$ cat config.mk
export PLATFORM = sky130hd
export DESIGN_NAME = smx_reg_front
export DESIGN_NICKNAME = d
export VERILOG_FILES = /design/src/rtl/smx_pkg.sv /design/src/rtl/smx_init_seq.sv /design/src/rtl/smx_silo_alarm.sv /design/src/rtl/smx_rd_mux.sv /design/src/rtl/smx_reg_front.sv
export SDC_FILE = /design/constraint.sdc
export NUM_CORES = 1
export LEC_CHECK = 0
export ABC_AREA = 1
export BUFFER_PORTS_ARGS = -buffer_cell sky130_fd_sc_hd__buf_2
export CORE_MARGIN = 2
export CORE_UTILIZATION = 46
export CTS_CLUSTER_DIAMETER = 30
export CTS_CLUSTER_SIZE = 12
export DETAILED_ROUTE_END_ITERATION = 6
export GPL_TIMING_DRIVEN = 0
export PLACE_DENSITY_LB_ADDON = 0.2
export SYNTH_ARGS = -nofsm -noshare
export SYNTH_HDL_FRONTEND = slang
export SYNTH_SLANG_ARGS = --single-unit
$ cat constraint.sdc
create_clock -name clk -period 2.1 [get_ports clk]
set_input_delay 0.42 -clock clk [delete_from_list [all_inputs] [get_ports clk]]
set_output_delay 0.42 -clock clk [all_outputs]
set_load 0.02 [all_outputs]
$ cat src/rtl/smx_pkg.sv
package smx_pkg;
    typedef enum logic { ST_RUN = 1'b0, ST_INIT = 1'b1 } init_st_t;

    localparam int LIDX = 2;

    localparam logic [1:0] IDX_CSR  = 2'd0;
    localparam logic [1:0] IDX_RBUF = 2'd1;
    localparam logic [1:0] IDX_TCR  = 2'd2;
    localparam logic [1:0] IDX_MSR  = 2'd3;

    localparam int B_MAINT = 3;
    localparam int B_INIT  = 4;
    localparam int B_SCAN  = 5;
    localparam int B_RIE   = 6;
    localparam int B_RDONE = 7;
    localparam int B_LINE  = 8;
    localparam int B_SAE   = 12;
    localparam int B_ALARM = 13;
    localparam int B_TIE   = 14;
    localparam int B_TRDY  = 15;
    localparam int HI_LANE = 8;
endpackage

$ cat src/rtl/smx_init_seq.sv
module smx_init_seq #(
    parameter int CYCLES = 16
) (
    input  logic clk,
    input  logic rst_n,
    input  logic start,
    output logic busy
);
    import smx_pkg::*;

    localparam int CW = (CYCLES > 1) ? $clog2(CYCLES) : 1;
    localparam logic [CW-1:0] LAST = CW'(CYCLES - 1);

    init_st_t state_q, state_d;
    logic [CW-1:0] cnt_q, cnt_d;

    always_ff @(posedge clk or negedge rst_n) begin
        if (!rst_n) begin
            state_q <= ST_RUN;
            cnt_q   <= '0;
        end else begin
            state_q <= state_d;
            cnt_q   <= cnt_d;
        end
    end

    always_comb begin
        state_d = state_q;
        cnt_d   = cnt_q;
        unique case (state_q)
            ST_RUN: begin
                if (start) begin
                    state_d = ST_INIT;
                    cnt_d   = LAST;
                end
            end
            ST_INIT: begin
                if (cnt_q == '0) begin
                    state_d = ST_RUN;
                end else begin
                    cnt_d = cnt_q - 1'b1;
                end
            end
        endcase
    end

    always_comb begin
        busy = (state_q == ST_INIT);
    end

    // the sequence keeps running until its counter is exhausted
    a_r4_init_holds: assert property (@(posedge clk) disable iff (!rst_n)
        (state_q == ST_INIT && cnt_q != '0) |=> (state_q == ST_INIT));

    // a start from idle loads the full count
    a_r4_init_start: assert property (@(posedge clk) disable iff (!rst_n)
        (state_q == ST_RUN && start) |=> (state_q == ST_INIT && cnt_q == LAST));
endmodule

$ cat src/rtl/smx_silo_alarm.sv
module smx_silo_alarm #(
    parameter int DEPTH = 16
) (
    input  logic clk,
    input  logic rst_n,
    input  logic enable,
    input  logic clr,
    input  logic push,
    input  logic rd_clr,
    output logic alarm
);
    localparam int CW = (DEPTH > 1) ? $clog2(DEPTH) : 1;
    localparam logic [CW-1:0] TOP = CW'(DEPTH - 1);

    logic [CW-1:0] cnt_q;
    logic          alarm_q;

    always_ff @(posedge clk or negedge rst_n) begin
        if (!rst_n) begin
            cnt_q   <= '0;
            alarm_q <= 1'b0;
        end else if (!enable || clr || rd_clr) begin
            cnt_q   <= '0;
            alarm_q <= 1'b0;
        end else if (push) begin
            if (cnt_q == TOP) begin
                cnt_q   <= '0;
                alarm_q <= 1'b1;
            end else begin
                cnt_q <= cnt_q + 1'b1;
            end
        end
    end

    assign alarm = alarm_q;

    // alarm is held clear while counting is disabled
    a_r9_alarm_held: assert property (@(posedge clk) disable iff (!rst_n)
        !enable |=> !alarm);

    // a buffer read drops the alarm
    a_r9_alarm_read: assert property (@(posedge clk) disable iff (!rst_n)
        rd_clr |=> !alarm);
endmodule

$ cat src/rtl/smx_rd_mux.sv
module smx_rd_mux (
    input  logic [1:0]  idx,
    input  logic [15:0] csr_word,
    input  logic [15:0] rbuf_word,
    input  logic [15:0] tcr_word,
    input  logic [15:0] msr_word,
    output logic [15:0] rdata
);
    import smx_pkg::*;

    always_comb begin
        unique case (idx)
            IDX_CSR:  rdata = csr_word;
            IDX_RBUF: rdata = rbuf_word;
            IDX_TCR:  rdata = tcr_word;
            IDX_MSR:  rdata = msr_word;
        endcase
    end
endmodule

$ cat src/rtl/smx_reg_front.sv
module smx_reg_front #(
    parameter int LINES       = 4,
    parameter int INIT_CYCLES = 16,
    parameter int ALARM_DEPTH = 16
) (
    input  logic                    clk,
    input  logic                    rst_n,
    input  logic                    bus_wr,
    input  logic                    bus_rd,
    input  logic [1:0]              bus_off,
    input  logic [1:0]              bus_be,
    input  logic [15:0]             bus_wdata,
    output logic [15:0]             bus_rdata,
    input  logic                    rx_head_valid,
    input  logic [14:0]             rx_head,
    input  logic                    rx_push,
    output logic                    rx_pop,
    output logic                    silo_flush,
    input  logic                    tx_rdy_in,
    input  logic [smx_pkg::LIDX-1:0] tx_line_in,
    output logic                    tx_load,
    output logic [7:0]              tx_char,
    output logic [smx_pkg::LIDX-1:0] tx_load_line,
    output logic                    lpr_wr,
    output logic [15:0]             lpr_data,
    input  logic [LINES-1:0]        carrier,
    input  logic [LINES-1:0]        ring,
    output logic [LINES-1:0]        tcr_en,
    output logic [LINES-1:0]        dtr,
    output logic [LINES-1:0]        brk,
    output logic                    maint,
    output logic                    scan_en,
    output logic                    init_pulse,
    output logic                    rx_irq,
    output logic                    tx_irq
);
    import smx_pkg::*;

    localparam int LW = LINES;

    logic busy, init_req, clr_now;
    logic wr_ok, lo, hi;
    logic maint_q, scan_q, rie_q, sae_q, tie_q;
    logic [LW-1:0] ten_q, dtr_q, brk_q;
    logic rx_valid, tx_ready, alarm, rbuf_rd;
    logic [15:0] csr_word, rbuf_word, tcr_word, msr_word;

    assign lo       = bus_be[0];
    assign hi       = bus_be[1];
    assign wr_ok    = bus_wr && !busy;
    assign init_req = wr_ok && bus_off == IDX_CSR && lo && bus_wdata[B_INIT];
    assign clr_now  = init_req || busy;

    smx_init_seq #(.CYCLES(INIT_CYCLES)) u_init (
        .clk   (clk),
        .rst_n (rst_n),
        .start (init_req),
        .busy  (busy)
    );

    // control/status writable bits
    always_ff @(posedge clk or negedge rst_n) begin
        if (!rst_n) begin
            maint_q <= 1'b0; scan_q <= 1'b0; rie_q <= 1'b0;
            sae_q   <= 1'b0; tie_q  <= 1'b0;
        end else if (clr_now) begin
            maint_q <= 1'b0; scan_q <= 1'b0; rie_q <= 1'b0;
            sae_q   <= 1'b0; tie_q  <= 1'b0;
        end else if (wr_ok && bus_off == IDX_CSR) begin
            if (lo) begin
                maint_q <= bus_wdata[B_MAINT];
                scan_q  <= bus_wdata[B_SCAN];
                rie_q   <= bus_wdata[B_RIE];
            end
            if (hi) begin
                sae_q <= bus_wdata[B_SAE];
                tie_q <= bus_wdata[B_TIE];
            end
        end
    end

    // transmitter enables (cleared by initialise) and terminal-ready (bus reset only)
    always_ff @(posedge clk or negedge rst_n) begin
        if (!rst_n) begin
            ten_q <= '0;
            dtr_q <= '0;
        end else begin
            if (clr_now) begin
                ten_q <= '0;
            end else if (wr_ok && bus_off == IDX_TCR && lo) begin
                ten_q <= bus_wdata[LW-1:0];
            end
            if (wr_ok && !init_req && bus_off == IDX_TCR && hi) begin
                dtr_q <= bus_wdata[HI_LANE +: LW];
            end
        end
    end

    // break bits in the high lane of the transmit data register
    always_ff @(posedge clk or negedge rst_n) begin
        if (!rst_n) begin
            brk_q <= '0;
        end else if (clr_now) begin
            brk_q <= '0;
        end else if (wr_ok && bus_off == IDX_MSR && hi) begin
            brk_q <= bus_wdata[HI_LANE +: LW];
        end
    end

    assign rbuf_rd = bus_rd && bus_off == IDX_RBUF;

    smx_silo_alarm #(.DEPTH(ALARM_DEPTH)) u_alarm (
        .clk    (clk),
        .rst_n  (rst_n),
        .enable (sae_q),
        .clr    (clr_now),
        .push   (rx_push),
        .rd_clr (rbuf_rd),
        .alarm  (alarm)
    );

    assign rx_valid = rx_head_valid && scan_q && !busy;
    assign tx_ready = scan_q && !busy && tx_rdy_in && ten_q[tx_line_in];

    always_comb begin
        csr_word = '0;
        csr_word[B_MAINT] = maint_q;
        csr_word[B_INIT]  = busy;
        csr_word[B_SCAN]  = scan_q;
        csr_word[B_RIE]   = rie_q;
        csr_word[B_RDONE] = rx_valid;
        csr_word[B_LINE +: LIDX] = tx_ready ? tx_line_in : '0;
        csr_word[B_SAE]   = sae_q;
        csr_word[B_ALARM] = alarm;
        csr_word[B_TIE]   = tie_q;
        csr_word[B_TRDY]  = tx_ready;

        rbuf_word = {rx_valid, rx_head};

        tcr_word = '0;
        tcr_word[LW-1:0]       = ten_q;
        tcr_word[HI_LANE +: LW] = dtr_q;

        msr_word = '0;
        msr_word[LW-1:0]       = ring;
        msr_word[HI_LANE +: LW] = carrier;
    end

    smx_rd_mux u_mux (
        .idx       (bus_off),
        .csr_word  (csr_word),
        .rbuf_word (rbuf_word),
        .tcr_word  (tcr_word),
        .msr_word  (msr_word),
        .rdata     (bus_rdata)
    );

    assign rx_pop       = rbuf_rd && rx_valid;
    assign silo_flush   = !scan_q || busy;
    assign tx_load      = wr_ok && bus_off == IDX_MSR && lo;
    assign tx_char      = bus_wdata[7:0];
    assign tx_load_line = tx_line_in;
    assign lpr_wr       = wr_ok && bus_off == IDX_RBUF && lo && hi;
    assign lpr_data     = bus_wdata;
    assign tcr_en       = ten_q;
    assign dtr          = dtr_q;
    assign brk          = brk_q;
    assign maint        = maint_q;
    assign scan_en      = scan_q;
    assign init_pulse   = busy;
    assign rx_irq       = rie_q && (sae_q ? alarm : rx_valid);
    assign tx_irq       = tie_q && tx_ready;

    // an initialise cycle leaves enables, breaks and scan cleared
    a_r5_init_clears: assert property (@(posedge clk) disable iff (!rst_n)
        init_pulse |=> (tcr_en == '0 && brk == '0 && !scan_en));

    // terminal-ready survives the initialise
    a_r5_dtr_kept: assert property (@(posedge clk) disable iff (!rst_n)
        init_pulse |=> $stable(dtr));

    // a pop is only issued for a valid head while scanning
    a_r7_pop_valid: assert property (@(posedge clk) disable iff (!rst_n)
        rx_pop |-> (rx_head_valid && scan_en));

    // transmitter request needs a stopped scanner while scanning
    a_r11_tx_irq: assert property (@(posedge clk) disable iff (!rst_n)
        tx_irq |-> (tx_rdy_in && scan_en && !init_pulse));
endmodule

* Yosys cells after proc, flatten, opt, wreduce, memory -nomap -nowiden *
Cells that the tools add are included.

word-level totals
  register bits after elaboration = 27
  output and inout port bits = 63
  input port bits = 52
  word-level logic and storage cells = 103

cells by class
  muxes and demuxes = 36
  add/subtract/negate cells = 2
  $lt $le $gt $ge = 1
  reductions and logical operators = 45
  bitwise gates (word level) = 1
  equality and inequality tests = 6

operators with widths
  operator             number
  $pmux 16 s4          1
  $mux 4               9
  $logic_and 1x1->1    24
  $mux 1               22
  $reduce_bool 2->1    7
  $pmux 4 s2           1
  $reduce_and 2->1     4
  $add 4x1->4 const B  1
  $eq 2x2->1 const B   2
  $eq 4x4->1 const B   1
  $logic_not 1->1      4
  $logic_not 4->1      1
  $logic_or 1x1->1     4
  $ne 2x2->1 const B   2
  $sub 4x1->4 const B  1
  $lt 2x3->1 const B   1
  $bmux 1 s2           1
  $eq 2x1->1 const B   1
  $logic_not 2->1      1
  $mux 2               1
  $pmux 1 s2           1
  $not 1->1            1

* Longest topological paths before layout *
Gate-level depths: netlist of the first run.

  word-level depth = 10
  gate-level depth with buffers = 8

* By module *
A second synthesis of the first run with hierarchy kept.

second synthesis, totals
  cell total of the unflattened synthesis = 316
  area total of the unflattened synthesis = 2,213.4 um^2

by module, submodules not included
  module          seq. area each (um^2)  instances  cells an instance  area each (um^2)
  smx_reg_front   425.4                  1          151                1,124.8
  smx_rd_mux      0.0                    1          94                 524.3
  smx_init_seq    125.1                  1          38                 292.8
  smx_silo_alarm  125.1                  1          33                 271.5

* Least setup slack after synthesis of the first run *
No wires, ideal clock.

  kind = reg2out
  from = register u_init.state_q, in the netlist u_init.busy
  to = output port bus_rdata[9]
  buffers on the path = 0
  stages on the path, launching flop included = 6
  data arrival time = 1,629 ps
  slack = 51 ps
  data required time = 1,680 ps
  cell sequence = dfrtp_1 inv_2 nand2_1 nor2_1 nand3_1 o21ai_0

on the way
  longest elaborated chain between the ends = 6

RTL lines
  item                             RTL line              source
  from (decl)                      smx_init_seq.sv:14    init_st_t state_q, state_d;
  from (signal assigned)           smx_init_seq.sv:22    state_q <= state_d;
  $logic_not 1->1                  smx_reg_front.sv:123  assign tx_ready = scan_q && !busy && tx_rdy_in && ten_q[tx_line_in];
  $logic_and 1x1->1 (3 in series)  smx_reg_front.sv:123
  $mux 2                           smx_reg_front.sv:132  csr_word[B_LINE +: LIDX] = tx_ready ? tx_line_in : '0;
  $pmux 16 s4                      smx_rd_mux.sv:12      unique case (idx)
  to (decl)                        smx_reg_front.sv:13   output logic [15:0] bus_rdata,

Every way passes these cells.

* Worst setup path after layout of the first run *
Same ends and word-level chain as after synthesis.

==> out/metrics.csv, run 1 <==
stage,metric,value,unit
route,Routed WL per cell,11.8,µm
floorplan,starting density of the core,0.470,
synthesis,"FF+latch count, synth",27,
global_route,antenna violations before repair,0,
synthesis,"area leader, netlist",dfrtp_1,
placement,Final HPWL DP,4.02,mm
critical_path,depth of the worst register-to-register path,6,
route,Vias,2013,
route,Remaining DRCs,0,
cts,clock latency on the worst-skew pair,0.28,ns
layout,ant diodes,0,
run_status,outcome,completed,
synthesis,main flop type after synthesis,dfrtp_1,
sta,Max Freq,0.503,GHz
placement,IO buf count,111,
sta,final hold violation count,0,
floorplan,die height,67.5,µm
flow_run,maxcap violations,0,
sta,Fin Clk Skew,0.00343,ns
sta,Final Cycle Share,0.947,
global_route,first-pass GRT wire length,7.51,mm
synthesis,Mapped Cells,256,
cts,CTS buffer count,3,
synthesis,syn nets,311,
floorplan,Die Wd,67.5,µm
critical_path,worst path required time,1.68,ns
synthesis,most frequent cells after synthesis,"nand2_1, dfrtp_1, inv_1",
cts,Root Buffer,clkbuf_8,
floorplan,I/O pins,115,
floorplan,row cnt,23,
critical_path,startpoint types,flop,
global_route,largest net degree at the start of global routing,28,
floorplan,core area,0.00394,mm²
sta,Tmin final,1.99,ns
cts,CTS Buffer Depth,2,
layout,final net count,427,
power,VDD IR max,0.000516,V
route,WL final,4.97,mm
layout,share of layout cells above drive strength 1,0.429,
power,leakage power,1.47,nW
floorplan,die area,0.00455,mm²
route,TritonRoute pass-1 iters,4,
sta,RSZ-0062 raised after global routing,no,
sta,worst-margin pin slew,0.608,ns
route,1st-iter DRT viols,79,
synthesis,Mapped Area,0.00185,mm²
cts,Worst-path clk slew,0.09,ns
cts,cts-stage hold buffer count,0,
synthesis,Post-synth EDFFs,0,
critical_path,crit path max fanout,7,
critical_path,crit path capture type,primary output,
sta,Final setup viols,0,
cts,postcts setup bufs,0,
global_route,vias in the first global route,1714,
layout,Area Growth Syn to Fin,36.5,%
synthesis,Unique masters post-synth,26,
route,Vias/cell,4.78,
layout,design area,0.00253,mm²
power,PwrDens,767,mW/mm²
synthesis,area share of the largest cell type after synthesis,0.365,
cts,H-tree levels,1,
sta,Worst slew margin,0.595,
cts,CTS tree,done,
synthesis,ys async rst share,1.00,
critical_path,critical path class,flop to primary output,
placement,placed cell areas,0.00247,mm²
sta,"Slew Viols, Final",0,
global_route,gr usage total,0.218,
synthesis,most frequent cell after synthesis,nand2_1,
route,Detail Route Antenna Nets,0,
critical_path,WP data arrival,1.57,ns
sta,hold_ws,0.138,ns
critical_path,reg2reg setup slack,0.64,ns
global_route,Overflow after GRT,0,
layout,final core utilization,0.642,
synthesis,yosys warns,0,
synthesis,Mapped Avg Cell Area,7.24,µm²
placement,routability congestion estimate,0.796,
sta,TNS Setup,0,ns
cts,Sink Count,27,
synthesis,sequential cell area fraction in the yosys report,0.365,
cts,post-CTS resize count,1,
synthesis,largest cells by area after synthesis,"dfrtp_1, nand2_1, buf_4",
worst_hold_path,Hold WC Path Type,input pin to asynchronous set/reset pin,
[layout by cell type (no fill, tap or decap), drive strengths merged]
cell,n
o22ai,3
buf,138
a22o,1
dfrtp,27
o21ai,18
xor2,2
nand2,89
nand4,3
nor2,20
or2,1
a21oi,8
inv,29
a221oi,1
ha,3
nor3,1
o211ai,3
nand3,19
clkbuf,5
[cells by family (layout without fill, tap and decap cells)]
group                    after synthesis  in the layout  synth area share
AO/OA/AOI/OAI                         34             34             0.102
flip-flops                            27             27             0.365
adder cells (fa/ha/maj)                3              3            0.0203
buffers and inverters                 57            172             0.173
AND/OR/NAND/NOR                      133            133             0.331
XOR/XNOR                               2              2           0.00945
[power breakdown]
part / switching (W) / total (W) / internal [W]
sequential: 0.0000906 / 0.000735 / 0.000644
clock: 0.000166 / 0.000302 / 0.000136
combinational: 0.000581 / 0.000902 / 0.000322
[stage by stage]
| step | setup WS (ns) | std cells | power [W] |
|---|---|---|---|
| final | 0.110 | 421 | 0.00194 |
| after global routing | 0.000198 | 421 | 0.00208 |
| after floorplan | 0.0507 | 256 | 0.00133 |
| after global placement | 0.126 | 417 | 0.00161 |
| after CTS | 0.0113 | 421 | 0.00194 |
| after detailed placement | 0.121 | 417 | 0.00163 |
[worst max-delay path: stages (launching register included)]
cell     delay [ns]
dfrtp_2        0.47
inv_4          0.12
nand2_1        0.13
nor2_4         0.15
nand3_1        0.09
o21ai_0        0.15
buf_2          0.19
[final timing paths]
kind / start / end
max: u_init.busy / bus_rdata[9]
min: rst_n / dtr[1]
max reg2reg: u_init.busy / brk[2]
min reg2reg: u_init.cnt_q[3] / u_init.cnt_q[3]
max in group asynchronous: rst_n / u_init.busy
min in group clk: bus_wdata[1] / tcr_en[1]
[final cells by class]
| class | count | area [µm²] |
|---|---|---|
| clock buffers | 4 | 45.0 |
| multi-input cells | 172 | 865 |
| fillers | 377 | 1410 |
| inverters | 29 | 111 |
| repair buffers | 111 | 556 |
| plain buffers | 28 | 214 |
| flip-flops and latches | 27 | 677 |
| well taps | 50 | 62.6 |
[sequential cells by signal, indices dropped and copies added (netlist names)]
| signal | flops |
|---|---|
| tcr_en | 4 |
| maint | 1 |
| tie_q | 1 |
| u_init.busy | 1 |
| dtr | 4 |
| u_alarm.cnt_q | 4 |
| u_init.cnt_q | 4 |
| scan_en | 1 |
| sae_q | 1 |
| rie_q | 1 |
| brk | 4 |
| u_alarm.alarm | 1 |
[routing by layer]
metal	track usage	vias to the layer above	wire length, µm
met5	0	-	0
met4	0.0791	0	40
met1	0.266	923	2130
met3	0.0317	4	286
met2	0.386	69	2510
li1	-	1017	-
(Power assumes the default switching activity.)
==> run 2: changes to the inputs <==
--- a/config.mk
+++ b/config.mk
@@ -8,7 +8,7 @@
 export ABC_AREA = 1
 export BUFFER_PORTS_ARGS = -buffer_cell sky130_fd_sc_hd__buf_2
 export CORE_MARGIN = 2
-export CORE_UTILIZATION = 46
+export CORE_UTILIZATION = 49
 export CTS_CLUSTER_DIAMETER = 30
 export CTS_CLUSTER_SIZE = 12
 export DETAILED_ROUTE_END_ITERATION = 6
@@ -16,4 +16,5 @@
 export PLACE_DENSITY_LB_ADDON = 0.2
 export SYNTH_ARGS = -nofsm -noshare
 export SYNTH_HDL_FRONTEND = slang
+export SYNTH_HIERARCHICAL = 1
 export SYNTH_SLANG_ARGS = --single-unit
==> out/metrics.csv, run 2 <==
stage,metric,value,unit,change
route,Vias/cell,5.15,,+7.7%
synthesis,"FF+latch count, synth",27,,unchanged
cts,cts-stage hold buffer count,0,,unchanged
layout,"commonest non-fill, non-tap cell in the layout",buf_2,,
critical_path,critical register-to-register path startpoint,u_init/busy,,
critical_path,Crit path buffers/inverters,2,,unchanged
sta,Tmin final,2.00,ns,+0.00990 ns
sta,worst-margin pin slew,0.597,ns,-0.0106 ns
floorplan,die height,71.2,µm,+5.5%
critical_path,critical path class,flop to primary output,,
placement,Final HPWL DP,4.91,mm,+22%
cts,H-tree levels,1,,unchanged
global_route,first-pass GRT wire length,10.1,mm,+34%
route,top routing layer in use,met4,,
synthesis,most frequent cells after synthesis,"nand2_1, nand3_1, buf_4",,
global_route,vias in the first global route,2240,,+31%
layout,final net count,508,,+19%
critical_path,Critical path origin,u_init/busy,,
layout,fill cell count,374,,-0.80%
floorplan,Die Wd,71.2,µm,+5.5%
cts,CTS buffer count,3,,unchanged
power,VDD IR max,0.000433,V,-16%
critical_path,Critical Path Max Stage Delay,0.44,ns,-0.03 ns
synthesis,main flop type after synthesis,dfrtp_1,,
layout,Final Non-Filler Cells,504,,+20%
sta,Max Freq,0.500,GHz,-0.50%
route,Vias,2596,,+29%
route,Detail Route Antenna Nets,0,,unchanged
sta,RSZ-0062 raised after global routing,no,,
route,met3 WL post-DR,494,µm,+73%
synthesis,yosys warns,6,,+6
global_route,largest net degree at the start of global routing,28,,unchanged
synthesis,largest cells by area after synthesis,"dfrtp_1, nand3_1, nand2_1",,
route,DRT met1 WL,2.67,mm,+25%
critical_path,depth of the worst register-to-register path,9,,+3
synthesis,sequential cell area fraction in the yosys report,0.305,,-0.0594
sta,final hold violation count,0,,unchanged
floorplan,die area,0.00507,mm²,+11%
placement,routability congestion estimate,0.882,,+11%
power,PwrDens,690,mW/mm²,-9.9%
layout,Area Growth Syn to Fin,34.5,%,
route,Routed WL per cell,12.4,µm,+5.0%
route,WL final,6.25,mm,+26%
route,1st-iter DRT viols,146,,+85%
critical_path,CP Cell Sequence,"inv_4, nand3_1, nor4_1, buf_2",,
layout,ant diodes,0,,unchanged
sta,Worst slew margin,0.602,,+0.00710
power,leakage power,1.66,nW,+13%
critical_path,reg2reg setup slack,0.45,ns,-0.19 ns
critical_path,Top delay family on crit path,simple AND/OR/NAND/NOR gates,,
critical_path,startpoint types,flop,,
sta,Final Cycle Share,0.952,,+0.00471
floorplan,row cnt,24,,+4.3%
critical_path,Worst setup endpoint,rx_pop,,
critical_path,crit path capture type,primary output,,
synthesis,Mapped Area,0.00221,mm²,+19%
synthesis,Mapped Avg Cell Area,7.00,µm²,-3.2%
cts,Sink Count,27,,unchanged
cts,Root Buffer,clkbuf_8,,
sta,Final setup viols,0,,unchanged
cts,CTS tree,done,,
cts,clock latency on the worst-skew pair,0.27,ns,about the same
layout,share of layout cells above drive strength 1,0.396,,-0.0326
floorplan,core area,0.00435,mm²,+10%
floorplan,I/O pins,115,,unchanged
synthesis,"area leader, netlist",dfrtp_1,,
route,TritonRoute pass-1 iters,4,,unchanged
cts,CTS Buffer Depth,2,,unchanged
synthesis,area share of the largest cell type after synthesis,0.305,,-0.0594
flow_run,maxcap violations,0,,unchanged
layout,design area,0.00298,mm²,+18%
critical_path,RR Endpoint,u_alarm/cnt_q[0],,
sta,Fin Clk Skew,0.00623,ns,+0.00279 ns
floorplan,starting density of the core,0.508,,+0.0383
placement,Placed Cells,499,,+20%
critical_path,WP data arrival,1.58,ns,about the same
synthesis,Post-synth EDFFs,0,,unchanged
route,met2 wire length,3.04,mm,+21%
cts,Worst-path clk slew,0.10,ns,about the same
global_route,gr usage total,0.244,,+0.0259
critical_path,CP max stage cell,dfrtp_2,,
global_route,Overflow after GRT,0,,unchanged
placement,placed cell areas,0.00291,mm²,+18%
synthesis,Mapped Cells,316,,+23%
global_route,antenna violations before repair,0,,unchanged
sta,"Slew Viols, Final",0,,unchanged
synthesis,Unique masters post-synth,27,,+3.8%
run_status,outcome,completed,,
critical_path,crit path max fanout,8,,+1
placement,IO buf count,111,,unchanged
synthesis,ys async rst share,1.00,,unchanged
critical_path,worst path required time,1.68,ns,about the same
sta,TNS Setup,0,ns,unchanged
critical_path,Levels on crit path,4,,-2
worst_hold_path,Hold WC Path Type,input pin to asynchronous set/reset pin,,
route,Remaining DRCs,0,,unchanged
layout,most frequent cells in the layout,"buf_2, nand2_1, nand3_1",,
[run 2: final cells by class]
type | count | area, µm² | share of cell area
buffer | 38 | 297 | 0.0996
clock buffer | 3 | 41.3 | 0.0139
clock inverter | 1 | 7.51 | 0.00252
inverter | 27 | 104 | 0.0349
multi-input combinational | 244 | 1220 | 0.411
sequential | 27 | 677 | 0.227
tap | 52 | 65.1 | 0.0219
timing repair buffer | 112 | 563 | 0.189
[run 2: per-layer routing]
layer  vias to the layer above  global-route usage
li1                       1290                   -
met1                      1197               0.344
met2                       105               0.409
met3                         4              0.0253
met4                         0              0.0482
met5                         -                   0
[run 2: worst register-to-register path: stages, from the launching register on]
cell     delay, ns
dfrtp_2       0.44
buf_4         0.18
nor2_2        0.15
nand4_1       0.16
nand2_2       0.23
inv_1         0.08
nand3_2       0.12
nor2_1        0.09
nand2_1       0.06
nand2_1       0.05
[run 2: logic make-up (layout without fill, tap and decap cells)]
group / count (synthesis) / after routing / synth area share
AND/OR/NAND/NOR: 203 / 203 / 0.453
flip-flops: 27 / 27 / 0.305
adder cells (fa/ha/maj): 3 / 3 / 0.0170
other: 1 / 21 / 0.00169
AO/OA/AOI/OAI: 17 / 17 / 0.0435
buffers and inverters: 65 / 181 / 0.180
[run 2: power breakdown]
| part | total [W] | internal, W | switching, W | leakage (nW) |
|---|---|---|---|---|
| Clock | 0.000300 | 0.000135 | 0.000166 | 0.0217 |
| Sequential | 0.000736 | 0.000633 | 0.000104 | 0.358 |
| Combinational | 0.00102 | 0.000361 | 0.000658 | 1.28 |
| Total | 0.00205 | 0.00113 | 0.000927 | 1.66 |
[run 2: through the flow]
step	utilization	total power (W)	hold WS, ns	setup WS, ns
after floorplan	-	0.00141	0.124	0.182
after global placement	0.668	0.00170	0.452	0.134
after detailed placement	0.668	0.00174	0.461	0.141
after CTS	0.682	0.00206	0.158	0.0626
after global routing	0.684	0.00221	0.183	0.0268
final	0.684	0.00205	0.144	0.101
[run 2: what timing repair did]
action,CTS,global route
buffers inserted,1,0
pin swaps,0,0
endpoints found under the hold margin,0,0
resized for setup,2,2
endpoints found under the setup margin,5,1
[run 2: worst min path at each step]
stage	to	from	slack, ns
global route	tcr_en[3]	rst_n	0.18
floorplan	brk[0]	rst_n	0.12
finish	brk[0]	rst_n	0.14
detailed placement	brk[0]	rst_n	0.46
global placement	brk[0]	rst_n	0.45
CTS	tcr_en[2]	rst_n	0.16
